===== config.mk =====
export PLATFORM = sky130hd
export DESIGN_NAME = merge_tree_sorter
export DESIGN_NICKNAME = d
export VERILOG_FILES = /design/src/rtl/merge_tree_sorter.sv
export SDC_FILE = /design/constraint.sdc
export NUM_CORES = 1
export LEC_CHECK = 0
export ABC_AREA = 1
export BUFFER_PORTS_ARGS = -buffer_cell sky130_fd_sc_hd__buf_4
export CAP_MARGIN = 20
export CORE_MARGIN = 3
export CORE_UTILIZATION = 40
export CTS_BUF_LIST = sky130_fd_sc_hd__clkbuf_4
export DETAILED_ROUTE_END_ITERATION = 8
export PLACE_DENSITY = 0.68
export SLEW_MARGIN = 20
export SYNTH_ARGS = -nofsm -noshare
export SYNTH_HDL_FRONTEND = slang
export SYNTH_SLANG_ARGS = --single-unit

===== constraint.sdc =====
create_clock -name clk -period 2.64 [get_ports clk]
set_clock_uncertainty 0.1 [all_clocks]
set_input_delay 0.132 -clock clk [delete_from_list [all_inputs] [get_ports clk]]
set_output_delay 0.132 -clock clk [all_outputs]
set_load 0.03 [all_outputs]

===== src/rtl/merge_tree_sorter.sv =====
module merge_tree_sorter #(
  parameter int KEY_W = 8
) (
  input  logic             clk,
  input  logic             rst_n,
  input  logic             in_valid,
  output logic             in_ready,
  input  logic [KEY_W-1:0] in_key,
  output logic             out_valid,
  input  logic             out_ready,
  output logic [KEY_W-1:0] out_key,
  output logic             done
);
  localparam int NLEAF = 4;
  localparam int NMID  = 2;
  localparam int LEAF_RUN = 2;
  localparam int MID_RUN  = 4;

  logic [3:0]       in_cnt;
  logic [KEY_W-1:0] held;
  logic [KEY_W-1:0] lf_d [NLEAF][LEAF_RUN];
  logic [NLEAF-1:0] lf_ld;
  logic [1:0]       lf_rd [NLEAF];
  logic [KEY_W-1:0] md_d [NMID][MID_RUN];
  logic [2:0]       md_wr [NMID];
  logic [2:0]       md_rd [NMID];
  logic             out_last;

  logic [NLEAF-1:0] lf_av, lf_ex;
  logic [KEY_W-1:0] lf_hd [NLEAF];
  logic [NMID-1:0]  mfire, mpick_a, md_av, md_ex;
  logic [KEY_W-1:0] md_hd [NMID];
  logic             rfire, rpick_a, rlast;

  wire in_fire  = in_valid && in_ready;
  wire out_free = !out_valid || out_ready;
  wire swap_in  = in_key < held;
  wire [KEY_W-1:0] pair_lo = swap_in ? in_key : held;
  wire [KEY_W-1:0] pair_hi = swap_in ? held : in_key;

  assign in_ready = in_cnt != 4'd8;
  assign done     = out_valid && out_ready && out_last;

  always_comb begin
    for (int i = 0; i < NLEAF; i++) begin
      lf_av[i] = lf_ld[i] && (lf_rd[i] != 2'd2);
      lf_ex[i] = lf_rd[i] == 2'd2;
      lf_hd[i] = lf_d[i][lf_rd[i][0]];
    end
    for (int m = 0; m < NMID; m++) begin
      mfire[m]   = (lf_av[2*m] && (lf_av[2*m+1] || lf_ex[2*m+1])) ||
                   (lf_ex[2*m] && lf_av[2*m+1]);
      mpick_a[m] = lf_av[2*m] && (!lf_av[2*m+1] || lf_hd[2*m] <= lf_hd[2*m+1]);
      md_av[m]   = md_wr[m] != md_rd[m];
      md_ex[m]   = md_rd[m] == 3'd4;
      md_hd[m]   = md_d[m][md_rd[m][1:0]];
    end
    rfire   = out_free && ((md_av[0] && (md_av[1] || md_ex[1])) || (md_ex[0] && md_av[1]));
    rpick_a = md_av[0] && (!md_av[1] || md_hd[0] <= md_hd[1]);
    rlast   = ({1'b0, md_rd[0]} + {1'b0, md_rd[1]}) == 4'd7;
  end

  always_ff @(posedge clk) begin
    if (!rst_n) begin
      in_cnt    <= '0;
      held      <= '0;
      lf_ld     <= '0;
      out_valid <= 1'b0;
      out_key   <= '0;
      out_last  <= 1'b0;
      for (int i = 0; i < NLEAF; i++) begin
        lf_rd[i] <= '0;
        for (int j = 0; j < LEAF_RUN; j++) lf_d[i][j] <= '0;
      end
      for (int m = 0; m < NMID; m++) begin
        md_wr[m] <= '0;
        md_rd[m] <= '0;
        for (int j = 0; j < MID_RUN; j++) md_d[m][j] <= '0;
      end
    end else begin
      if (in_fire) begin
        in_cnt <= in_cnt + 4'd1;
        if (!in_cnt[0]) held <= in_key;
        else begin
          lf_d[in_cnt[2:1]][0] <= pair_lo;
          lf_d[in_cnt[2:1]][1] <= pair_hi;
          lf_ld[in_cnt[2:1]]   <= 1'b1;
        end
      end
      for (int m = 0; m < NMID; m++) begin
        if (mfire[m]) begin
          if (mpick_a[m]) lf_rd[2*m]   <= lf_rd[2*m] + 2'd1;
          else            lf_rd[2*m+1] <= lf_rd[2*m+1] + 2'd1;
          md_d[m][md_wr[m][1:0]] <= mpick_a[m] ? lf_hd[2*m] : lf_hd[2*m+1];
          md_wr[m] <= md_wr[m] + 3'd1;
        end
      end
      if (rfire) begin
        out_valid <= 1'b1;
        out_key   <= rpick_a ? md_hd[0] : md_hd[1];
        out_last  <= rlast;
        if (rpick_a) md_rd[0] <= md_rd[0] + 3'd1;
        else         md_rd[1] <= md_rd[1] + 3'd1;
      end else if (out_ready) begin
        out_valid <= 1'b0;
      end
      if (done) begin
        in_cnt   <= '0;
        lf_ld    <= '0;
        out_last <= 1'b0;
        for (int i = 0; i < NLEAF; i++) lf_rd[i] <= '0;
        for (int m = 0; m < NMID; m++) begin
          md_wr[m] <= '0;
          md_rd[m] <= '0;
        end
      end
    end
  end

  assert_leaf_free_R2: assert property (@(posedge clk) disable iff (!rst_n)
    in_fire && in_cnt[0] |-> !lf_ld[in_cnt[2:1]]);

  generate
    for (genvar g = 0; g < NMID; g++) begin : g_mid_chk
      assert_mid_room_R3: assert property (@(posedge clk) disable iff (!rst_n)
        mfire[g] |-> md_wr[g] != 3'd4);
    end
  endgenerate

  assert_ascending_R3: assert property (@(posedge clk) disable iff (!rst_n)
    out_valid && out_ready && !out_last |=> !out_valid || out_key >= $past(out_key));

  assert_empty_after_R4: assert property (@(posedge clk) disable iff (!rst_n)
    done |=> !out_valid);

  assert_hold_R5: assert property (@(posedge clk) disable iff (!rst_n)
    out_valid && !out_ready |=> out_valid && $stable(out_key));

  assert_reopen_R6: assert property (@(posedge clk) disable iff (!rst_n)
    done |=> in_ready);
endmodule


==> results.tsv, run 1 <==
metric	value	unit
holdWs	0.351	ns
die-area	23900	µm²
crit_required	2.87	ns
start_util	41.4	%
cts.htree.levels	4	
hold_start	in_valid	
core	21400	µm²
avgSynthCellArea	9.21	µm²
grt_overflow	0	
crit_fanout	10	
critical_path.startpoint	lf_rd[1][0]	
cts_tree	built	
ys_seq_elements	174	
clk_path_buf_depth	2	
drtIter0Drc	490	
grtUsageTotal	16.4	%
startpoint_type	flop	
netlist_area	8840	µm²
synthFlopType	edfxtp_1	
ioPinCount	23	
maxSlewViolCount	0	
gp_congestion	0.848	
dpl.hpwl	14000	µm
clk-insertion-delay-late	0.57	ns
worstPathCellList	buf_12 > mux2i_1 > ha_1 > nand2_1 > nor2_1 > a31oi_1 > nand2_2 > nand2_2 > nand2_1 > o21ai_2 > buf_4 > nor2_1	
hold_class	input pin to flop	
portBuffers	22	
path_delay_family	simple AND/OR/NAND/NOR gates	
criticalPathCategory	flop to flop	
setup_tns	0	ns
cp_num_buf_inv	2	
ir_drop	0.249	mV
cts_buffers	17	
timing.rr.start	lf_rd[1][0]	
synth_edf_count	132	
synth_cells	960	
max_slew.worst_pin.slew	0.726	ns
fmax	0.406	GHz
wirelength	19500	µm
max_stage_delay	0.44	ns
ant_nets	0	
grt_pass1_vias	6347	
relSlewSlack	51.1	%
fp.dieW	155	µm
cts_root_buf	clkbuf_4	
design_area	10300	µm²
drc	0	
dpl-instance-area	9620	µm²
fillCellCount	2015	
cts_sinks	174	
power	0.00512	W
final_common_cell	nand2_1	
drive_above_1_share	16.4	%
grt_max_degree	30	
fp-row-count	53	
synth_top_cell_by_area	edfxtp_1	
layout_common_cells	nand2_1 (218), nor2_1 (179), edfxtp_1 (132), buf_4 (74), inv_1 (66)	
cellPowerDensity	497	nW/µm²
synthArstFlopShare	0	%
vias	6660	
ys_types	45	
routed_via_density	4.97	
worstPathArrival	2.70	ns
ys_warn_count	0	
timing_hold_violations_final	0	
synth_seq_area_share	54.3	%
clkTransAtPathRegs	0.15	ns
synth.net_count	1025	
final_cells	1340	
power.leakage	4.30	nW
routedWlPerCell	14.5	µm
area_delta_synth_final	16.4	%
die_h	155	µm
timing.final.crit_share	93.3	%
fin_crit	2.46	ns
drt-pass1-iter-count	5	
grt_pass1_wl	31400	µm
slowest_stage	edfxtp_1	
dp.cells	1281	
nets	1116	
status	finished clean	
cap_violations	0	
yosys.area.top_type_share	44.8	%
worstSetupEndpointType	flop	
synthTopCellsByArea	edfxtp_1 (45%), nand2_1 (9.6%), dfxtp_1 (9.5%), nor2_1 (7.6%), ha_1 (7.4%)	
final-setup-viol-count	0	
antenna_found_initial	1	
==> Yosys cell counts (2+ instances only) <==
| library cell | n |
|---|---|
| clkinv_1 | 4 |
| xor2_1 | 3 |
| nand4_1 | 5 |
| nand2_1 | 226 |
| buf_4 | 4 |
| dfxtp_1 | 42 |
| inv_1 | 66 |
| o22ai_1 | 8 |
| o21a_1 | 4 |
| nand2_4 | 2 |
| ha_1 | 52 |
| buf_2 | 19 |
| buf_6 | 2 |
| nand2_2 | 8 |
| nor2_2 | 3 |
| nor2_4 | 2 |
| mux2i_1 | 17 |
| xnor2_1 | 2 |
| a21oi_1 | 53 |
| edfxtp_1 | 132 |
| o21bai_1 | 2 |
| o21ai_0 | 50 |
| inv_2 | 6 |
| nor3_2 | 4 |
| o21ai_1 | 17 |
| xnor2_2 | 2 |
| nor2_1 | 180 |
| clkbuf_1 | 4 |
| a32oi_1 | 8 |
| nand3_1 | 18 |
==> worst paths after layout <==
path	endpoint	slack [ns]	cells after the start
hold / removal	in_cnt[0]	0.35	5
hold reg to reg	out_key[7]	0.38	2
setup reg to reg	md_d[0][6]	0.18	12
setup / recovery	md_d[0][6]	0.18	12
==> logic make-up (layout without fill, tap and decap cells) <==
group | count (synthesis) | after routing | synth area share, %
AND/OR/NAND/NOR | 455 | 457 | 21.0
flip-flops | 174 | 174 | 54.3
AO/OA/AOI/OAI | 147 | 147 | 9.10
buffers and inverters | 107 | 209 | 5.21
adder cells (fa/ha/maj) | 53 | 53 | 7.58
multiplexers | 17 | 17 | 1.92
XOR/XNOR | 7 | 7 | 0.863
other | 0 | 1 | 0
==> state kept, by name (all words and copies together), names as in the netlist <==
signal / flops
held: 8
in_cnt: 4
lf_d: 64
lf_ld: 4
lf_rd: 8
md_d: 64
md_rd: 6
md_wr: 6
out_key: 8
out_last: 1
out_valid: 1
==> through the flow <==
stage	utilization [%]	setup slack (ns)
floorplan	-	0.138
global placement	45.0	0.0707
finish	48.2	0.177
CTS	47.2	0.00824
detailed placement	45.0	-0.0186
global route	48.2	-0.0535
==> final cells by class <==
| type | count | area, µm² | share of cell area (%) |
|---|---|---|---|
| clock inverters | 15 | 138 | 1.34 |
| inverters | 77 | 322 | 3.12 |
| repair buffers | 99 | 833 | 8.10 |
| flip-flops and latches | 174 | 4810 | 46.7 |
| clock buffers | 17 | 128 | 1.24 |
| multi-input cells | 681 | 3710 | 36.0 |
| diodes | 1 | 2.50 | 0.0243 |
| repair inverters | 1 | 7.51 | 0.0729 |
| well taps | 275 | 344 | 3.34 |
==> worst min-delay path, stage by stage <==
cell and delay (ns):
dlygate4sd3_1 0.53, buf_4 0.11, nand2_2 0.09, nand2_1 0.07, a21oi_1 0.05
==> report_power, final <==
part           total [W]  switching [W]  internal [W]  leakage [nW]
Clock            0.00145       0.000971      0.000478         0.139
Combinational   0.000607       0.000398      0.000209          2.45
Sequential       0.00306      0.0000353       0.00302          1.71
==> routing by layer <==
metal,routed length (µm),global-route usage [%],vias up
li1,-,-,3398
met1,9060,21.5,3103
met2,9170,26.6,134
met3,776,3.64,25
met4,480,6.27,0
met5,0,0,-
==> timing repair <==
action                     CTS  global route
resized for setup            2            58
hold buffers                20             0
buffers inserted             0             3
pin swaps                    0             3
setup endpoints to repair    6           113
gates cloned                 0             3
hold endpoints to repair    57             0
Power figures use the tool's default switching activity.
==> run 2: changes to the inputs <==
--- a/config.mk
+++ b/config.mk
@@ -5,7 +5,6 @@
 export SDC_FILE = /design/constraint.sdc
 export NUM_CORES = 1
 export LEC_CHECK = 0
-export ABC_AREA = 1
 export BUFFER_PORTS_ARGS = -buffer_cell sky130_fd_sc_hd__buf_4
 export CAP_MARGIN = 20
 export CORE_MARGIN = 3
==> results.tsv, run 2 <==
metric	value	unit	change
status	complete, but fails checks		
violations	negative setup slack		
drt-pass1-iter-count	6		+1
fmax	0.345	GHz	-15%
ant_nets	0		unchanged
final_core_util	53.3	%	+5.1 points
worstPathArrival	3.11	ns	+0.41 ns
grt_pass1_wl	33100	µm	+5.5%
dpl-instance-area	10500	µm²	+9.6%
critical_path.startpoint	lf_rd[2][0]		
synth_edf_count	132		unchanged
cts.htree.levels	4		unchanged
ir_drop	0.316	mV	+27%
start_util	41.3	%	-0.084 points
synth.net_count	872		-15%
synth_top_cell_by_area	edfxtp_1		
cap_violations	0		unchanged
clk-insertion-delay-late	0.57	ns	about the same
wirelength	21200	µm	+8.8%
crit_fanout	9		-1
ys_warn_count	0		unchanged
holdWs	0.315	ns	-0.0368 ns
die-area	24800	µm²	+3.7%
clkTransAtPathRegs	0.13	ns	-0.02 ns
synthFlopType	edfxtp_1		
startpoint_type	flop		
drc	0		unchanged
drtIter0Drc	423		-14%
fp-row-count	54		+1.9%
layout_common_cells	edfxtp_1 (132), buf_4 (108), nand2_1 (101), nor2_1 (78), mux2i_1 (64)		
drive_above_1_share	34.3	%	+18 points
synthTopCellsByArea	edfxtp_1 (43%), dfxtp_1 (9.2%), mux2i_1 (8.4%), ha_1 (7.1%), nand2_1 (4.2%)		
timing.rr.start	lf_rd[2][0]		
final-setup-viol-count	86		+86
grt_overflow	0		unchanged
final_cells	1239		-7.5%
power.leakage	4.49	nW	+4.6%
cts_sinks	174		unchanged
dp.cells	1165		-9.1%
rr_worst_depth	10		-2
timing.final.crit_share	110	%	+16 points
synthArstFlopShare	0	%	unchanged
grt_max_degree	41		+37%
avgSynthCellArea	11.4	µm²	+24%
area_delta_synth_final	28.9	%	
worstSetupEndpointType	flop		
grt_pass1_vias	6360		+0.20%
synth_seq_area_share	52.3	%	-2.0 points
clk_path_buf_depth	2		unchanged
max_slew.worst_pin.slew	0.676	ns	-0.0500 ns
timing.critical_path.to	md_d[1][24]		
grtUsageTotal	17.2	%	+0.85 points
grt_setup_unrepaired	yes		
portBuffers	22		unchanged
maxSlewViolCount	0		unchanged
cts_tree	built		
nets	1010		-9.5%
relSlewSlack	54.8	%	+3.7 points
gp_congestion	0.784		-7.4%
routed_via_density	5.27		+5.9%
criticalPathCategory	flop to flop		
hold_class	input pin to flop		
hold_start	out_ready		
dpl.hpwl	14400	µm	+3.0%
yosys.area.top_type_share	43.1	%	-1.7 points
cts_buffers	17		unchanged
yosysMostFrequentCell	edfxtp_1		
die_h	158	µm	+1.9%
ys_seq_elements	174		unchanged
vias	6524		-2.0%
top_regs	lf_d: 64 flops, md_d: 64 flops		
cts_root_buf	clkbuf_4		
final_common_cell	edfxtp_1		
synth_cells	807		-16%
fp.dieW	158	µm	+1.9%
rr_endpoint	md_d[1][24]		
design_area	11800	µm²	+15%
fin_ws	-0.255	ns	-0.432 ns
antenna_found_initial	1		unchanged
synth_common_cells	edfxtp_1 (132), nand2_1 (104), nor2_1 (95)		
routedWlPerCell	17.1	µm	+18%
setup_tns	-14.58	ns	-14.58 ns
core	22200	µm²	+4.1%
crit_required	2.86	ns	about the same
netlist_area	9190	µm²	+3.9%
ys_types	50		+11%
ioPinCount	23		unchanged
r2r_slack	-0.26	ns	-0.43 ns
cellPowerDensity	437	nW/µm²	-12%
fin_crit	2.90	ns	+0.432 ns
timing_hold_violations_final	0		unchanged
run 2: changes by cell type in the layout (fill, tap and decap cells not counted), sizes merged, moves of 15 or more:
cell / change
a21boi: +15
mux2: +32
nand2: -134
inv: -21
nor2: -89
mux2i: +60
a21oi: -29
buf: +54
mux4: +16
o21ai: -46
run 2: where the power goes:
part | internal (W) | switching (W) | leakage [nW] | total [W]
Sequential | 0.00302 | 0.0000336 | 1.71 | 0.00305
Clock | 0.000505 | 0.000872 | 0.144 | 0.00138
Combinational | 0.000348 | 0.000397 | 2.64 | 0.000745
Total | 0.00387 | 0.00130 | 4.49 | 0.00517
run 2: critical path, cell delays in order (launching register included):
cell	delay, ns
edfxtp_1	0.40
buf_6	0.16
mux2_4	0.32
ha_4	0.28
nand4_1	0.11
or4b_1	0.52
a21oi_2	0.21
nor4b_4	0.08
buf_6	0.15
mux2i_4	0.24
nor2_1	0.08
run 2: timing repair:
item | 4_1_cts | 5_1_grt
setup endpoints to repair | 84 | 96
buffers inserted | 17 | 6
gates resized for setup | 93 | 54
hold buffers | 19 | 0
pin swaps | 27 | 14
endpoints found under the hold margin | 86 | 0
gates cloned | 1 | 0
run 2: worst min path at each step:
stage / to / cells after the start / slack [ns]
2_1_floorplan: held[0] / 2 / 0.18
3_3_place_gp: held[0] / 3 / 0.32
3_5_place_dp: held[0] / 3 / 0.34
4_1_cts: out_valid / 5 / 0.28
5_1_grt: out_valid / 5 / 0.30
6_report: out_valid / 5 / 0.31
run 2: layer usage:
layer / track usage (%) / vias up / wire, µm
li1: - / 3182 / -
met1: 22.8 / 3176 / 9570
met2: 28.9 / 137 / 10300
met3: 3.19 / 29 / 819
met4: 5.45 / 0 / 491
met5: 0 / - / 0
run 2: kinds of logic (layout without fill, tap and decap cells):
kind of cell	after synthesis	count (layout)	share of synthesized area, %
compound gates	96	96	7.03
xor+xnor	13	13	1.24
fa+ha+maj	53	53	7.30
buf+inv	89	240	4.08
flops	174	174	52.3
mux	125	125	16.2
other cells	0	1	0
simple gates	257	257	11.8
run 2: per-stage QoR:
stage	power, W	worst slack [ns]
after CTS	0.00517	-0.217
after global routing	0.00539	-0.386
after detailed placement	0.00372	-0.300
after global placement	0.00370	-0.237
after floorplan	0.00349	-0.368
final	0.00517	-0.255
run 2: final cells by class:
| class | count | area (µm²) |
|---|---|---|
| Antenna cell | 1 | 2.50 |
| Clock buffer | 22 | 165 |
| Clock inverter | 10 | 76.3 |
| Fill cell | 1846 | 10400 |
| Inverter | 56 | 213 |
| Multi-Input combinational cell | 544 | 4840 |
| Sequential cell | 174 | 4820 |
| Tap cell | 280 | 350 |
| Timing Repair Buffer | 152 | 1380 |
